===== src/rtl/crc_tracker_pkg.sv =====
package crc_tracker_pkg;

  // Strobes handed from the control side to the datapath.
  typedef struct packed {
    logic clear;    // restart both checksums from zero
    logic advance;  // absorb dataBit this cycle
    logic dataBit;  // bit of the selected stream
  } crcStrobes_t;

endpackage


===== src/rtl/crc_serial_lfsr.sv =====
module crc_serial_lfsr #(
  parameter int WIDTH = 7,
  parameter logic [WIDTH-1:0] POLY = 7'h09
) (
  input  logic             clk,
  input  logic             rstN,
  input  logic             clear,
  input  logic             advance,
  input  logic             dataBit,
  output logic [WIDTH-1:0] crc
);

  logic [WIDTH-1:0] baseVal;
  logic [WIDTH-1:0] nextVal;
  logic             feedback;

  // A clear in the same cycle restarts from zero before the bit goes in.
  always_comb begin
    baseVal  = clear ? '0 : crc;
    feedback = dataBit ^ baseVal[WIDTH-1];
    if (advance)
      nextVal = {baseVal[WIDTH-2:0], 1'b0} ^ (feedback ? POLY : '0);
    else
      nextVal = baseVal;
  end

  always_ff @(posedge clk or negedge rstN) begin
    if (!rstN)
      crc <= '0;
    else if (clear || advance)
      crc <= nextVal;
  end

endmodule


===== src/rtl/crc_tracker_ctrl.sv =====
module crc_tracker_ctrl
  import crc_tracker_pkg::*;
(
  input  logic        bitStrobe,
  input  logic        txBit,
  input  logic        rxBit,
  input  logic        dirTx,
  input  logic        clearStb,
  output crcStrobes_t strobes
);

  always_comb begin
    strobes.clear   = clearStb;
    strobes.advance = bitStrobe;
    strobes.dataBit = dirTx ? txBit : rxBit;
  end

endmodule


===== src/rtl/crc_tracker_dp.sv =====
module crc_tracker_dp
  import crc_tracker_pkg::*;
#(
  parameter int C7_WIDTH  = 7,
  parameter logic [C7_WIDTH-1:0] C7_POLY = 7'h09,
  parameter int C16_WIDTH = 16,
  parameter logic [C16_WIDTH-1:0] C16_POLY = 16'h1021,
  parameter int READ_WIDTH = 16
) (
  input  logic                  clk,
  input  logic                  rstN,
  input  crcStrobes_t           strobes,
  output logic [READ_WIDTH-1:0] crc7Read,
  output logic [READ_WIDTH-1:0] crc16Read
);

  localparam int C7_FRAMED = C7_WIDTH + 1;
  localparam int C7_PAD    = READ_WIDTH - C7_FRAMED;
  localparam int C16_PAD   = READ_WIDTH - C16_WIDTH;

  logic [C7_WIDTH-1:0]  crc7Acc;
  logic [C16_WIDTH-1:0] crc16Acc;

  crc_serial_lfsr #(.WIDTH(C7_WIDTH), .POLY(C7_POLY)) u_crc7 (
    .clk     (clk),
    .rstN    (rstN),
    .clear   (strobes.clear),
    .advance (strobes.advance),
    .dataBit (strobes.dataBit),
    .crc     (crc7Acc)
  );

  crc_serial_lfsr #(.WIDTH(C16_WIDTH), .POLY(C16_POLY)) u_crc16 (
    .clk     (clk),
    .rstN    (rstN),
    .clear   (strobes.clear),
    .advance (strobes.advance),
    .dataBit (strobes.dataBit),
    .crc     (crc16Acc)
  );

  // Framed command end byte: checksum over a stop bit of 1.
  generate
    if (C7_PAD > 0) begin : g_c7_pad
      assign crc7Read = {{C7_PAD{1'b0}}, crc7Acc, 1'b1};
    end else begin : g_c7_full
      assign crc7Read = {crc7Acc, 1'b1};
    end
    if (C16_PAD > 0) begin : g_c16_pad
      assign crc16Read = {{C16_PAD{1'b0}}, crc16Acc};
    end else begin : g_c16_full
      assign crc16Read = crc16Acc;
    end
  endgenerate

endmodule


===== src/rtl/crc_tracker.sv =====
module crc_tracker
  import crc_tracker_pkg::*;
#(
  parameter int C7_WIDTH  = 7,
  parameter logic [C7_WIDTH-1:0] C7_POLY = 7'h09,
  parameter int C16_WIDTH = 16,
  parameter logic [C16_WIDTH-1:0] C16_POLY = 16'h1021,
  parameter int READ_WIDTH = 16
) (
  input  logic                  clk,
  input  logic                  rstN,
  input  logic                  bitStrobe,
  input  logic                  txBit,
  input  logic                  rxBit,
  input  logic                  dirTx,
  input  logic                  clearStb,
  output logic [READ_WIDTH-1:0] crc7Read,
  output logic [READ_WIDTH-1:0] crc16Read
);

  crcStrobes_t strobes;

  crc_tracker_ctrl u_ctrl (
    .bitStrobe (bitStrobe),
    .txBit     (txBit),
    .rxBit     (rxBit),
    .dirTx     (dirTx),
    .clearStb  (clearStb),
    .strobes   (strobes)
  );

  crc_tracker_dp #(
    .C7_WIDTH   (C7_WIDTH),
    .C7_POLY    (C7_POLY),
    .C16_WIDTH  (C16_WIDTH),
    .C16_POLY   (C16_POLY),
    .READ_WIDTH (READ_WIDTH)
  ) u_dp (
    .clk       (clk),
    .rstN      (rstN),
    .strobes   (strobes),
    .crc7Read  (crc7Read),
    .crc16Read (crc16Read)
  );

endmodule


===== config.mk =====
export PLATFORM = sky130hd
export DESIGN_NAME = crc_tracker
export DESIGN_NICKNAME = d
export VERILOG_FILES = /design/src/rtl/crc_tracker_pkg.sv /design/src/rtl/crc_serial_lfsr.sv /design/src/rtl/crc_tracker_ctrl.sv /design/src/rtl/crc_tracker_dp.sv /design/src/rtl/crc_tracker.sv
export SDC_FILE = /design/constraint.sdc
export NUM_CORES = 1
export LEC_CHECK = 0
export BUFFER_PORTS_ARGS = -buffer_cell sky130_fd_sc_hd__buf_4
export CAP_MARGIN = 20
export CORE_ASPECT_RATIO = 1.4
export CORE_UTILIZATION = 31
export CTS_CLUSTER_DIAMETER = 40
export CTS_CLUSTER_SIZE = 14
export DETAILED_ROUTE_END_ITERATION = 7
export PLACE_DENSITY = 0.62
export RECOVER_POWER = 100
export SLEW_MARGIN = 20
export SYNTH_ARGS = -nofsm -noshare
export SYNTH_HDL_FRONTEND = slang
export SYNTH_SLANG_ARGS = --single-unit

===== constraint.sdc =====
create_clock -name clk -period 0.96 [get_ports clk]
set_input_delay 0.048 -clock clk [delete_from_list [all_inputs] [get_ports clk]]
set_output_delay 0.048 -clock clk [all_outputs]
set_load 0.005 [all_outputs]

Word-level counts from Yosys, hierarchy flattened
Index checks and enable logic that the tools add are counted.
Widths: inputs -> output; s select.

word-level totals
  word-level logic and storage cells = 14
  register bits after elaboration = 23
  output and inout bits = 32
  input bits = 7

cells by class
  multiplexer cells = 7
  reduce and logical (&&, ||, !) cells = 1
  bitwise logic cells = 4

operators with widths
  operator          count
  $mux 16           2
  $xor 16x13->16    1
  $mux 7            2
  $mux 13           1
  $xor 7x4->7       1
  $mux 4            1
  $xor 1x1->1       2
  $logic_or 1x1->1  1
  $mux 1            1

Longest topological paths before layout
  word-level depth = 5
  gate-level depth with buffers = 4
  gate-level depth less buffers = 3

Modules after synthesis
A second synthesis with hierarchy kept.

unflattened totals
  cell total of the unflattened synthesis = 106
  area total of the unflattened synthesis = 1122.3 um^2

by module, submodules not included
  module                          area each (um^2)  cells each  seq. area each (um^2)  times used
  crc_serial_lfsr (u_dp.u_crc16)  691.9             61          400.4                  1
  crc_serial_lfsr (u_dp.u_crc7)   325.3             31          175.2                  1
  crc_tracker_dp                  75.1              11          0.0                    1
  crc_tracker_ctrl                30.0              3           0.0                    1

Least setup slack after synthesis
OpenSTA, ideal clock, no wires.

  kind = register -> register
  start point = reg u_dp.u_crc16.crc[15]
  end point = reg u_dp.u_crc16.crc[5]
  setup slack = -0.015 ns
  data required time = 0.834 ns
  library setup time = 0.126 ns
  clock period less this slack = 0.975 ns
  arrival time = 0.849 ns
  cell stages (with the launch flop) = 4
  cells stage by stage = dfrtp_1 > xor2_1 > a32oi_1 > o21ai_1

between the ends
  cells in the longest elaborated chain, start to end = 5

RTL lines
  item                    line                   RTL
  start, declared         crc_serial_lfsr.sv:10  output logic [WIDTH-1:0] crc
  start signal, assigned  crc_serial_lfsr.sv:31  crc <= nextVal;
  $mux 16                 crc_serial_lfsr.sv:19  baseVal = clear ? '0 : crc;
  $xor 1x1->1             crc_serial_lfsr.sv:20  feedback = dataBit ^ baseVal[WIDTH-1];
  $mux 13                 crc_serial_lfsr.sv:22  nextVal = {baseVal[WIDTH-2:0], 1'b0} ^ (feedback ? POLY : '0);
  $xor 16x13->16          crc_serial_lfsr.sv:22
  $mux 16                 crc_serial_lfsr.sv:21  if (advance)

No other way between the ends.
A chain may end at the register's enable or synchronous reset.

Worst setup path in the final report
  start point = reg u_dp.u_crc16.crc[15]
  end point = out crc16Read[15]

RTL lines
  item           line               RTL
  end, declared  crc_tracker.sv:18  output logic [READ_WIDTH-1:0] crc16Read

No word-level cell between the ends.

==> flow_summary.html <==
<table>
<tr><th>Metric</th><th>Value</th></tr>
<tr><th colspan="2">Placement</th></tr>
<tr><td>Final weighted congestion in routability-driven placement</td><td>about 0.7</td></tr>
<tr><td>Quantity of I/O buffers inserted on ports</td><td>29</td></tr>
<tr><td>Post-DP HPWL</td><td>1.681 mm</td></tr>
<tr><td>Setup Slack @ Placement</td><td>-27.06 ps</td></tr>
<tr><th colspan="2">STA</th></tr>
<tr><td>Number of setup violations in the final report</td><td>4</td></tr>
<tr><td>Period Utilization, post-route</td><td>103.0%</td></tr>
<tr><td>Final Hold Viols</td><td>0</td></tr>
<tr><td>Slew at the pin closest to its max-slew limit</td><td>569.3 ps</td></tr>
<tr><td>Post-route setup TNS</td><td>-66.21 ps</td></tr>
<tr><td>Final count of pins violating max slew</td><td>0</td></tr>
<tr><td>Fmax achieved</td><td>1011 MHz</td></tr>
<tr><td>Final Worst Setup Slack</td><td>-28.89 ps</td></tr>
<tr><td>Worst clock skew on the final layout</td><td>roughly 3 ps</td></tr>
<tr><td>Tightest slew margin relative to the limit</td><td>about 62%</td></tr>
<tr><td>Crit path time final</td><td>988.9 ps</td></tr>
<tr><td>RSZ-0062 raised after global routing</td><td>true</td></tr>
<tr><th colspan="2">Route</th></tr>
<tr><td>Detailed Routing Iterations Pass 1</td><td>4</td></tr>
<tr><td>Routed wirelength normalized by instance count</td><td>12.97 microns</td></tr>
<tr><td>Violation count after the first detailed-routing iteration</td><td>4</td></tr>
<tr><td>Number of vias per cell</td><td>4.671</td></tr>
<tr><td>DRC violation count after routing</td><td>0</td></tr>
<tr><td>Total routed wirelength</td><td>2.243 mm</td></tr>
<tr><td>Antenna viol nets, final</td><td>0</td></tr>
<tr><td>Via count</td><td>808</td></tr>
<tr><th colspan="2">Yosys</th></tr>
<tr><td>Netlist area before placement</td><td>1086 sq um</td></tr>
<tr><td>Average cell area after synthesis</td><td>11.31 sq um</td></tr>
<tr><td>Yosys top cell by area</td><td>sky130_fd_sc_hd__dfrtp_1</td></tr>
<tr><td>Biggest area contributors in the synthesized netlist</td><td>sky130_fd_sc_hd__dfrtp_1 (53%), sky130_fd_sc_hd__mux2i_1 (17%), sky130_fd_sc_hd__buf_4 (7.6%)</td></tr>
<tr><td>Synth Warn #</td><td>0</td></tr>
<tr><td>Number of standard cells after synthesis</td><td>96</td></tr>
<tr><td>Top-area cell type share of the netlist area</td><td>53.00%</td></tr>
<tr><td>Synth Register Bits</td><td>23</td></tr>
<tr><td>Number of distinct library cells after synthesis</td><td>14</td></tr>
<tr><td>Share of the yosys chip area belonging to registers</td><td>53.00%</td></tr>
<tr><th colspan="2">Floorplan</th></tr>
<tr><td>Die width</td><td>52.03 microns</td></tr>
<tr><td>Area of the core</td><td>3347 sq um</td></tr>
<tr><td>Count of boundary I/O pins</td><td>39</td></tr>
<tr><td>Row count</td><td>25</td></tr>
<tr><td>Die outline height</td><td>72.03 microns</td></tr>
<tr><td>Die outline area</td><td>between 3000 and 4000 sq um</td></tr>
<tr><td>Initial cell density of the core</td><td>32.45%</td></tr>
<tr><th colspan="2">Power and ir drop</th></tr>
<tr><td>Switching power share of the total</td><td>24.55%</td></tr>
<tr><td>Static leakage</td><td>0.0007476 uW</td></tr>
<tr><td>Power Dens Cells</td><td>1326 nW/um^2</td></tr>
<tr><td>Share of total power in sequential cells</td><td>55.1%</td></tr>
<tr><td>Proportion of power drawn by combinational gates</td><td>roughly an eighth</td></tr>
<tr><td>Overall power after layout</td><td>1893 uW</td></tr>
<tr><td>Design internal power</td><td>1428 uW</td></tr>
<tr><td>Switching component of the power</td><td>464.8 uW</td></tr>
<tr><td>IR Drop Worst-Case VDD</td><td>0.9113 mV</td></tr>
<tr><td>Portion of total power attributed to the clock network</td><td>31.7%</td></tr>
<tr><th colspan="2">Min path</th></tr>
<tr><td>Type of the worst min-delay path</td><td>input pin to flop</td></tr>
<tr><th colspan="2">Cells and area</th></tr>
<tr><td>Diode count</td><td>0</td></tr>
<tr><td>Commonest cells after routing, fill and taps aside</td><td>sky130_fd_sc_hd__dfrtp_1 (22), sky130_fd_sc_hd__nor2_1 (19), sky130_fd_sc_hd__mux2i_1 (18), sky130_fd_sc_hd__clkbuf_4 (18)</td></tr>
<tr><td>Layout cell share with drive strength beyond 1</td><td>31.58%</td></tr>
<tr><td>Most common cell after layout, fill and taps aside</td><td>sky130_fd_sc_hd__dfrtp_1</td></tr>
<tr><td>Number of nets in the finished design</td><td>141</td></tr>
<tr><td>Area growth from synthesis to layout</td><td>31.45%</td></tr>
<tr><td>Multi-input gate area in the final layout</td><td>about 440 sq um</td></tr>
<tr><td>Filler Cell Count</td><td>341</td></tr>
<tr><td>Area occupied by registers</td><td>~580 sq um</td></tr>
<tr><th colspan="2">Setup path</th></tr>
<tr><td>Required @ worst endpoint</td><td>about 900 ps</td></tr>
<tr><td>Data arrival time of the worst path</td><td>940 ps</td></tr>
<tr><td>Kind of end point of the critical path</td><td>primary output</td></tr>
<tr><td>Nature of the critical path startpoint</td><td>flop</td></tr>
<tr><td>CP max stage cell</td><td>sky130_fd_sc_hd__dfrtp_2</td></tr>
<tr><td>Peak per-stage delay on the critical path</td><td>between 400 and 500 ps</td></tr>
<tr><td>Worst-path cell chain</td><td>buf_6 &gt; buf_6</td></tr>
<tr><td>Critical path's most frequent cell</td><td>sky130_fd_sc_hd__buf_6</td></tr>
<tr><td>Peak fanout along the critical path</td><td>4</td></tr>
<tr><td>Kind of critical path</td><td>flop to primary output</td></tr>
<tr><th colspan="2">Status</th></tr>
<tr><td>Violations in the final reports</td><td>negative setup slack</td></tr>
<tr><td>Status</td><td>finished with violations</td></tr>
<tr><th colspan="2">Clock tree</th></tr>
<tr><td>Number of buffers on the longest clock path</td><td>2</td></tr>
<tr><td>H-Tree Depth</td><td>1</td></tr>
<tr><td>Clk pin slew, worst setup/hold paths</td><td>~80 ps</td></tr>
<tr><td>TritonCTS clock tree</td><td>yes</td></tr>
<tr><td>CTS sink cnt</td><td>23</td></tr>
<tr><td>Buffer type at the clock tree root</td><td>sky130_fd_sc_hd__clkbuf_8</td></tr>
<tr><td>Source-to-sink clock delay at the later pin of the worst-skew pair</td><td>260 ps</td></tr>
<tr><td>Cts bufs inserted</td><td>3</td></tr>
<tr><td>Setup Buffers After CTS</td><td>0</td></tr>
<tr><th colspan="2">GRT</th></tr>
<tr><td>Initial antenna violation count</td><td>0</td></tr>
<tr><td>Global-route wire length before repair</td><td>between 3 and 4 mm</td></tr>
<tr><td>Pin count of the biggest net entering global routing</td><td>24</td></tr>
<tr><td>Residual overflow from global routing</td><td>0</td></tr>
<tr><td>Vias in the first global route</td><td>760</td></tr>
<tr><td>GR Util All Layers</td><td>between 10% and 20%</td></tr>
<tr><th colspan="2">Flow run</th></tr>
<tr><td># Max-Cap Violations</td><td>0</td></tr>
</table>
-- stage by stage --
| step | utilization [%] | cell area [sq um] | cells | hold slack, ps |
|---|---|---|---|---|
| global route | 42.65 | 1428 | 173 | 54.31 |
| CTS | 43.07 | 1441 | 173 | 45.52 |
| detailed placement | 40.30 | 1349 | 168 | -41.46 |
| finish | 42.65 | 1428 | 173 | 52.31 |
| floorplan | - | 1112 | 103 | -247.6 |
| global placement | 40.30 | 1349 | 168 | -46.09 |
-- flip-flops by register name, indices dropped and copies added, names as in the netlist --
register          flops
u_dp.u_crc16.crc     16
u_dp.u_crc7.crc       7
-- Yosys cell counts --
cell	instances
sky130_fd_sc_hd__dfrtp_1	23
sky130_fd_sc_hd__nor2_1	19
sky130_fd_sc_hd__mux2i_1	18
sky130_fd_sc_hd__buf_4	11
sky130_fd_sc_hd__nor2b_1	6
sky130_fd_sc_hd__a32oi_1	5
sky130_fd_sc_hd__o21ai_1	3
sky130_fd_sc_hd__xor2_1	3
sky130_fd_sc_hd__conb_1	2
sky130_fd_sc_hd__o21ai_0	2
sky130_fd_sc_hd__buf_2	1
sky130_fd_sc_hd__buf_6	1
sky130_fd_sc_hd__mux2i_2	1
sky130_fd_sc_hd__nand2b_1	1
-- power groups by stage --
stage	Combinational (uW)	Sequential, uW	Clock, uW
CTS	258	1040	609
finish	250	1040	600
floorplan	142	1060	0
global placement	245	1060	0
detailed placement	251	1060	0
global route	279	1050	667
-- cell families after synthesis --
| kind of cell | count (synthesis) | synth area share [%] |
|---|---|---|
| other | 2 | 0.6915 |
| AND/OR/NAND/NOR | 26 | 10.60 |
| flip-flops | 23 | 53.00 |
| multiplexers | 19 | 17.86 |
| XOR/XNOR | 3 | 2.420 |
| AO/OA/AOI/OAI | 10 | 6.336 |
| buffers and inverters | 13 | 9.101 |
-- area by class of cell --
| cell class | count | share of cell area [%] |
|---|---|---|
| multi-input combinational | 67 | 30.85 |
| clock buffer | 4 | 3.155 |
| sequential | 23 | 40.40 |
| tap | 40 | 3.506 |
| timing repair buffer | 39 | 22.09 |
-- worst paths after layout --
kind / slack [ps] / endpoint / from / cells after the start
max in group asynchronous: 230 / u_dp.u_crc16.crc[15] / rstN / 2
hold reg to reg: 550 / u_dp.u_crc7.crc[0] / u_dp.u_crc7.crc[0] / 2
min in group asynchronous: 320 / u_dp.u_crc16.crc[3] / rstN / 2
setup reg to reg: -20 / u_dp.u_crc7.crc[3] / u_dp.u_crc7.crc[6] / 3
hold / removal: 50 / u_dp.u_crc7.crc[4] / clearStb / 2
setup / recovery: -30 / crc16Read[15] / u_dp.u_crc16.crc[15] / 2
-- per-layer routing --
layer  wire length, microns  vias up  share of wire (%)  track usage (%)
met3                     83        5                3.7            1.887
met5                      0        -                  0                0
met2                   1136       23                 51            21.37
met1                    959      398                 43            18.12
li1                       -      382                  -                -
met4                     64        0                2.9            9.009
-- timing repair --
item / 4_1_cts / 5_1_grt
setup endpoints to repair: 8 / 9
resized for setup: 11 / 3
hold endpoints to repair: 23 / 0
hold buffers: 1 / 0
pin swaps: 3 / 2
-- critical path: cells and delay by family (launching register included) --
kind | cells | cell delay [ps]
flops | 1 | 440
buf+inv | 2 | 230
Power figures use the tool's default switching activity.
